===== src/rtl/utsw_pkg.sv =====
package utsw_pkg;
  localparam int unsigned NTASK  = 8;
  localparam int unsigned TID_W  = $clog2(NTASK);
  localparam int unsigned N_IO   = 6;
  localparam logic [TID_W-1:0] IDLE_TID = TID_W'(N_IO);
endpackage


===== src/rtl/utsw_req_latch.sv =====
module utsw_req_latch
  import utsw_pkg::*;
(
  input  logic             clk_i,
  input  logic             rst_ni,
  input  logic [NTASK-1:0] wake_i,
  input  logic             take_i,
  input  logic [TID_W-1:0] take_id_i,
  output logic [NTASK-1:0] req_o
);
  logic [NTASK-1:0] pend_q;

  assign req_o = pend_q | wake_i;

  always_ff @(posedge clk_i or negedge rst_ni) begin
    if (!rst_ni) pend_q <= '0;
    else begin
      for (int i = 0; i < NTASK; i++)
        pend_q[i] <= req_o[i] & ~(take_i && take_id_i == TID_W'(i));
    end
  end
endmodule


===== src/rtl/utsw_prio_pick.sv =====
module utsw_prio_pick
  import utsw_pkg::*;
(
  input  logic [NTASK-1:0] req_i,
  output logic [TID_W-1:0] win_o
);
  // lowest index wins; no request falls back to the first computation thread
  always_comb begin
    win_o = IDLE_TID;
    for (int i = NTASK - 1; i >= 0; i--)
      if (req_i[i]) win_o = TID_W'(i);
  end
endmodule


===== src/rtl/utsw_upc_bank.sv =====
module utsw_upc_bank
  import utsw_pkg::*;
#(
  parameter int unsigned UPC_W = 10
) (
  input  logic             clk_i,
  input  logic             rst_ni,
  input  logic             wr_en_i,
  input  logic [TID_W-1:0] wr_id_i,
  input  logic [UPC_W-1:0] wr_upc_i,
  input  logic [TID_W-1:0] rd_id_i,
  output logic [UPC_W-1:0] rd_upc_o
);
  logic [UPC_W-1:0] slot_q [NTASK];

  for (genvar g = 0; g < NTASK; g++) begin : g_slot
    always_ff @(posedge clk_i or negedge rst_ni) begin
      if (!rst_ni) slot_q[g] <= '0;
      else if (wr_en_i && wr_id_i == TID_W'(g)) slot_q[g] <= wr_upc_i;
    end
  end

  assign rd_upc_o = slot_q[rd_id_i];
endmodule


===== src/rtl/utask_switch.sv =====
module utask_switch
  import utsw_pkg::*;
#(
  parameter int unsigned UPC_W = 10
) (
  input  logic             clk_i,
  input  logic             rst_ni,
  input  logic [7:0]       wake_i,
  input  logic             boundary_i,
  input  logic [UPC_W-1:0] next_upc_i,
  output logic [2:0]       task_o,
  output logic [UPC_W-1:0] upc_o
);
  logic [NTASK-1:0] req;
  logic [TID_W-1:0] win, cur_q;
  logic [UPC_W-1:0] saved_upc, upc_q;

  utsw_req_latch u_req (
    .clk_i    (clk_i),
    .rst_ni   (rst_ni),
    .wake_i   (wake_i),
    .take_i   (boundary_i),
    .take_id_i(win),
    .req_o    (req)
  );

  utsw_prio_pick u_pick (
    .req_i(req),
    .win_o(win)
  );

  utsw_upc_bank #(.UPC_W(UPC_W)) u_bank (
    .clk_i   (clk_i),
    .rst_ni  (rst_ni),
    .wr_en_i (boundary_i),
    .wr_id_i (cur_q),
    .wr_upc_i(next_upc_i),
    .rd_id_i (win),
    .rd_upc_o(saved_upc)
  );

  always_ff @(posedge clk_i or negedge rst_ni) begin
    if (!rst_ni) begin
      cur_q <= IDLE_TID;
      upc_q <= '0;
    end else if (boundary_i) begin
      cur_q <= win;
      // bank slot of the running task is stale in this cycle
      upc_q <= (win == cur_q) ? next_upc_i : saved_upc;
    end else begin
      upc_q <= next_upc_i;
    end
  end

  assign task_o = cur_q;
  assign upc_o  = upc_q;
endmodule


===== config.mk =====
export PLATFORM = sky130hd
export DESIGN_NAME = utask_switch
export DESIGN_NICKNAME = d
export VERILOG_FILES = /design/src/rtl/utsw_pkg.sv /design/src/rtl/utsw_req_latch.sv /design/src/rtl/utsw_prio_pick.sv /design/src/rtl/utsw_upc_bank.sv /design/src/rtl/utask_switch.sv
export SDC_FILE = /design/constraint.sdc
export NUM_CORES = 1
export LEC_CHECK = 0
export ABC_AREA = 1
export BUFFER_PORTS_ARGS = -buffer_cell sky130_fd_sc_hd__buf_2
export CAP_MARGIN = 20
export CORE_MARGIN = 8
export CORE_UTILIZATION = 55
export CTS_BUF_LIST = sky130_fd_sc_hd__clkbuf_4 sky130_fd_sc_hd__clkbuf_8
export DETAILED_ROUTE_END_ITERATION = 7
export MAX_ROUTING_LAYER = met4
export PLACE_DENSITY_LB_ADDON = 0.15
export RECOVER_POWER = 100
export SLEW_MARGIN = 20
export SYNTH_ARGS = -nofsm -noshare
export SYNTH_HDL_FRONTEND = slang
export SYNTH_SLANG_ARGS = --single-unit

===== constraint.sdc =====
create_clock -name clk_i -period 1.6 [get_ports clk_i]
set_input_delay 0.32 -clock clk_i [delete_from_list [all_inputs] [get_ports clk_i]]
set_output_delay 0.32 -clock clk_i [all_outputs]
set_load 0.005 [all_outputs]

-- Word level (Yosys, flattened, before mapping)
Index checks and enable logic that the tools add are counted.
- $lt $le $gt $ge: 1
- eq/ne operators: 15
- mux-type cells: 13
- bitwise logic cells: 18
- reduce and logical (&&, ||, !) cells: 18
- operators by type and width (cell ; number):
    $mux W10 ; 4
    $bmux W10 S3 ; 1
    $eq A3 B3 Y1 const B ; 8
    $logic_and A1 B1 Y1 ; 16
    $eq A3 B2 Y1 const B ; 4
    $mux W3 ; 4
    $and A1 B1 Y1 ; 8
    $not A1 Y1 ; 8
    $or A8 B8 Y8 ; 1
    $eq A3 B1 Y1 const B ; 2
    $logic_not A3 Y1 ; 2
    $ge A4 B4 Y1 const B ; 1
    $mux W2 ; 2
    $not A3 Y4 ; 1
    $eq A3 B3 Y1 ; 1
    $mux W1 ; 2
- register bits after elaboration: 101
- input port bits: 21

-- Longest topological paths before layout
- word-level depth: 15
- depth in mapped cells: 14
- depth with buffers taken out: 14

-- By module
From an unflattened synthesis, not the netlist that was laid out.
- cell total of the unflattened synthesis: 679
- area, all modules: 5097.4 µm²
- by module, submodules not included (module ; instances ; cells each ; area an instance (µm²)):
    utsw_upc_bank ; 1 ; 550 ; 4083.9
    utask_switch ; 1 ; 64 ; 574.3
    utsw_req_latch ; 1 ; 50 ; 370.4
    utsw_prio_pick ; 1 ; 15 ; 68.8

-- Worst setup path after synthesis
No wires, ideal clock.
- kind: register -> register
- start point: register u_req.pend_q[2]
- end point: register upc_q[8], in the netlist upc_o[8]
- data arrival time: 1.445 ns
- data required time: 1.483 ns
- path slack: 0.038 ns
- cell stages (with the launch flop): 15
- buffers on the path: 0
- clock period less this slack: 1.562 ns
- cells stage by stage: dfrtp_1 > nor2_2 > nand2_1 > clkinv_1 > nand2_2 > nand2_4 > inv_2 > nand2_1 > nand2_1 > nor2_1 > nand2_2 > nor2_1 > nor2_4 > nand3_1 > nand2_1
- word-level cells in the longest chain between the ends: 10
- elaborated cells on any way between the ends: 11
- classes of those cells: eq/ne (1); mux (8); bitwise (2)
- RTL lines (what ; RTL line ; text):
    start: declaration ; utsw_req_latch.sv:11 ; logic [NTASK-1:0] pend_q;
    start signal: indexed assignment ; utsw_req_latch.sv:19 ; pend_q[i] <= req_o[i] & ~(take_i && take_id_i == TID_W'(i));
    $or A8 B8 Y8 (*) ; utsw_req_latch.sv:13 ; assign req_o = pend_q | wake_i;
    $mux W3 (*) (3 in series) ; utsw_prio_pick.sv:11 ; if (req_i[i]) win_o = TID_W'(i);
    $not A3 Y4 (not written as such) ; utsw_upc_bank.sv:23 ; assign rd_upc_o = slot_q[rd_id_i];
    $bmux W10 S3 ; utsw_upc_bank.sv:23 ;
    $mux W10 (not written as such) (2 in series) ; utsw_upc_bank.sv:23 ;
    $mux W10 (*) ; utask_switch.sv:49 ; upc_q <= (win == cur_q) ? next_upc_i : saved_upc;
    $mux W10 (*) ; utask_switch.sv:46 ; end else if (boundary_i) begin
    end signal: assignment ; utask_switch.sv:49 ;
    end signal: assignment ; utask_switch.sv:51 ; upc_q <= next_upc_i;
    end: declaration ; utask_switch.sv:16 ; logic [UPC_W-1:0] saved_upc, upc_q;
Mark *: on every way between the ends. The rest lies on a longest branch, timed or not. The select of a mux whose other input is x is not followed.
A chain may end at the register's enable or synchronous reset.

-- Worst setup path in the final report
- start point: register u_req.pend_q[3]
- end point: register upc_q[6], in the netlist upc_o[6]
- word-level cells in the longest chain between the ends: 11
- elaborated cells on any way between the ends: 12
- classes of those cells: eq/ne (1); mux (9); bitwise (2)
- RTL lines (what ; RTL line):
    $or A8 B8 Y8 (*) ; utsw_req_latch.sv:13
    $mux W3 (*) (4 in series) ; utsw_prio_pick.sv:11
    $not A3 Y4 (not written as such) ; utsw_upc_bank.sv:23
    $bmux W10 S3 ; utsw_upc_bank.sv:23
    $mux W10 (not written as such) (2 in series) ; utsw_upc_bank.sv:23
    $mux W10 (*) ; utask_switch.sv:49
    $mux W10 (*) ; utask_switch.sv:46
Marks and branches as above.

==> qor.json <==
{
  "outcome": {
    "outcome": "finished with violations",
    "violations": "setup timing"
  },
  "clock_network": {
    "clockRootBuffer": "sky130_fd_sc_hd__clkbuf_8",
    "cts_sinks": 101,
    "clk_pin_slew_ns": 0.10,
    "cts-buffers-inserted": 9,
    "cts_tree": "done",
    "max-clock-path-buffers": 2,
    "cts_htree_levels": 3,
    "clk_latency_ns": 0.37
  },
  "placement": {
    "finalWeightedCongestion": 0.851,
    "detailed_place_hpwl_um": 8500,
    "placedCellCount": 712,
    "numPortBuffers": 33
  },
  "global_route": {
    "grt_antenna_before_repair": 0,
    "grt_first_pass_wirelength_um": 20600,
    "grt_max_degree": 44,
    "number_of_global_route_vias_before_repair": 3861,
    "grt_usage_pct": 23.2,
    "grt_remaining_overflow": 0
  },
  "routing": {
    "drt_drc_violations_left": 0,
    "wl_um": 12600,
    "drt-initial-drc-count": 347,
    "detailroute.via_count": 4164,
    "detailedRoute.firstPassIterationCount": 5,
    "detail-route-antenna-nets": 0,
    "post_drt_via_cell_ratio": 5.66,
    "wire_per_inst_um": 17.1
  },
  "worst_setup_path": {
    "cell_with_the_most_instances_on_the_worst_path": "sky130_fd_sc_hd__nand2_2",
    "critical_path_peak_fanout": 6,
    "rrSetupSlack_ns": -0.16,
    "critPathKind": "reg -> reg",
    "critical_path_required_ns": 1.86,
    "cp_data_arrival_time_ns": 2.02,
    "crit_path_cell_trace": "nor2_2 > nand2_2 > clkinv_2 > nand2_2 > nand2_4 > inv_6 > nand2_2 > nand2_2 > nor2_4 > nand2_4 > nor2_4 > nor2_4 > nand3_2 > nand2_1",
    "critPathMaxStageDelay_ns": 0.38,
    "worst_path_max_delay_cell": "sky130_fd_sc_hd__dfrtp_1",
    "cp-end-kind": "register",
    "timing.critical_path.from_type": "register"
  },
  "sta": {
    "timing.setup.tns_ns": -1.59,
    "max_freq_mhz": 568,
    "post_route_clock_period_utilization_pct": 110,
    "whs_ns": 0.187,
    "timing_max_transition_violations_final": 0,
    "worst_slack_ns": -0.161,
    "rsz_0062_raised_after_global_routing": "yes",
    "worst-slew-pin-transition_ns": 0.655,
    "setup_viol": 13,
    "timing.slew.headroom_pct": 56.3,
    "finalHoldViolations": 0,
    "skew_ns": 0.00543,
    "final_critical_path_time_including_i_o_delays_and_setup_ns": 1.76
  },
  "die": {
    "coreArea_um2": 8220,
    "dieArea_um2": 11700,
    "die_width_um": 108,
    "start_util_pct": 56.8,
    "die-height_um": 108,
    "num_io_pins": 34,
    "floorplan.rows": 33
  },
  "finish": {
    "share_of_final_layout_standard_cells_stronger_than_drive_strength_1_pct": 21.9,
    "regArea_um2": 2530,
    "antenna-diode-count": 0,
    "final_standard_cell_utilization_of_the_core_pct": 67.3,
    "finalNetCount": 647,
    "flow.area_growth_from_synthesis_pct": 18.6,
    "multiInputGateArea_um2": 1990,
    "filler_cell_count": 681,
    "finish.cell_count_without_fillers": 736
  },
  "synthesis": {
    "distinct_cell_type_count_of_the_synthesized_netlist": 25,
    "synthesis.instances": 576,
    "synth_ff_type": "sky130_fd_sc_hd__dfrtp_1",
    "synth_seq_cells": 101,
    "synth_area_um2": 4660,
    "synth_enable_flop_cells": 0,
    "synthArstFlopShare_pct": 100,
    "yosysWarnings": 0,
    "synth_net_count": 597,
    "syn_area_per_cell_um2": 8.10,
    "synth-seq-area-share_pct": 54.3
  },
  "power_and_ir_drop": {
    "leakagePower_nw": 2.65,
    "vdd_ir_drop_max_uv": 569,
    "power-per-cell-area_nw_per_um2": 1070,
    "design_power_total_mw": 5.94
  },
  "run": {
    "maxCapViolations": 0
  },
  "worst_hold_path": {
    "worstHoldPathType": "in -> reg"
  }
}
routing by layer:
layer | wire [um] | track usage, %
met5 | 0 | -
met2 | 5780 | 33.2
met1 | 5730 | 32.6
met3 | 917 | 4.34
met4 | 149 | 7.14
kinds of logic (layout without fill, tap and decap cells):
kind of cell,after synthesis,in the layout,share of synthesized area (%)
compound gates,91,92,10.3
xor+xnor,1,1,0.188
buf+inv,79,132,6.71
flops,101,101,54.3
simple gates,304,305,28.5
per-stage QoR:
step / area, um^2 / setup WS [ns]
3_3_place_gp: 5140 / -0.254
3_5_place_dp: 5140 / -0.262
4_1_cts: 5470 / -0.0707
2_1_floorplan: 4660 / 0.0378
5_1_grt: 5530 / -0.284
6_report: 5530 / -0.161
cell usage after synthesis (3+ instances only):
cell type | n | area, um^2
sky130_fd_sc_hd__buf_2 | 7 | 35.0
sky130_fd_sc_hd__inv_1 | 39 | 146
sky130_fd_sc_hd__a21oi_1 | 3 | 15.0
sky130_fd_sc_hd__nand2_1 | 145 | 544
sky130_fd_sc_hd__nand3_1 | 63 | 315
sky130_fd_sc_hd__dfrtp_1 | 99 | 2480
sky130_fd_sc_hd__o21ai_0 | 83 | 415
sky130_fd_sc_hd__nor2_2 | 3 | 18.8
sky130_fd_sc_hd__nor2_1 | 57 | 214
sky130_fd_sc_hd__clkbuf_1 | 23 | 86.3
sky130_fd_sc_hd__inv_2 | 4 | 15.0
sky130_fd_sc_hd__nand4_1 | 30 | 188
critical path: cells and delay by family, from the launching register on:
family	cells	cell delay [ns]
simple gates	12	1.16
flops	1	0.38
buf+inv	2	0.12
state kept, by name, indices dropped and copies added, names as in the netlist:
| name | count |
|---|---|
| u_bank.slot_q | 80 |
| upc_o | 10 |
| u_req.pend_q | 8 |
| task_o | 3 |
path summary, 6_finish.rpt:
path                                    from                 to  cells after the start
max reg2reg                  u_req.pend_q[3]           upc_o[6]                     14
min in group asynchronous             rst_ni    u_req.pend_q[7]                      2
min reg2reg                u_bank.slot_q[56]  u_bank.slot_q[56]                      2
max in group asynchronous             rst_ni    u_req.pend_q[1]                      3
max                          u_req.pend_q[3]           upc_o[6]                     14
min                            next_upc_i[3]           upc_o[3]                      3
cell usage in the layout (no fill, tap or decap), types with 4 or more instances in the layout:
master                     netlist  routed
sky130_fd_sc_hd__buf_12          0       4
sky130_fd_sc_hd__buf_2           7      32
sky130_fd_sc_hd__buf_4           2      28
sky130_fd_sc_hd__buf_6           0       5
sky130_fd_sc_hd__clkbuf_8        0      10
sky130_fd_sc_hd__dfrtp_1        99      99
sky130_fd_sc_hd__inv_1          39      39
sky130_fd_sc_hd__nand2_1       145     137
sky130_fd_sc_hd__nand2_2         2       8
sky130_fd_sc_hd__nand3_1        63      52
sky130_fd_sc_hd__nand3_2         0      11
sky130_fd_sc_hd__nand4_1        30      30
sky130_fd_sc_hd__nor2_1         57      47
sky130_fd_sc_hd__nor2_2          3      10
sky130_fd_sc_hd__nor2_4          2       6
sky130_fd_sc_hd__o21ai_0        83      83
power by group:
group	internal (mW)	switching, mW
combinational	0.422	0.650
clock	0.622	0.916
sequential	3.05	0.279
total	4.09	1.85
repair_timing:
item / CTS / global route
pin swaps: 5 / 13
buffers inserted: 3 / 2
endpoints found under the hold margin: 21 / 0
setup endpoints to repair: 16 / 16
gates cloned: 2 / 0
gates resized for setup: 30 / 14
hold buffers: 1 / 0
cell type report:
| class | instances | area share (%) |
|---|---|---|
| Clock buffer | 10 | 2.49 |
| Sequential cell | 101 | 45.8 |
| Timing Repair Buffer | 71 | 9.44 |
| Clock inverter | 6 | 0.860 |
| Tap cell | 105 | 2.38 |
| Inverter | 45 | 3.17 |
| Multi-Input combinational cell | 398 | 35.9 |
(Power assumes the default switching activity.)
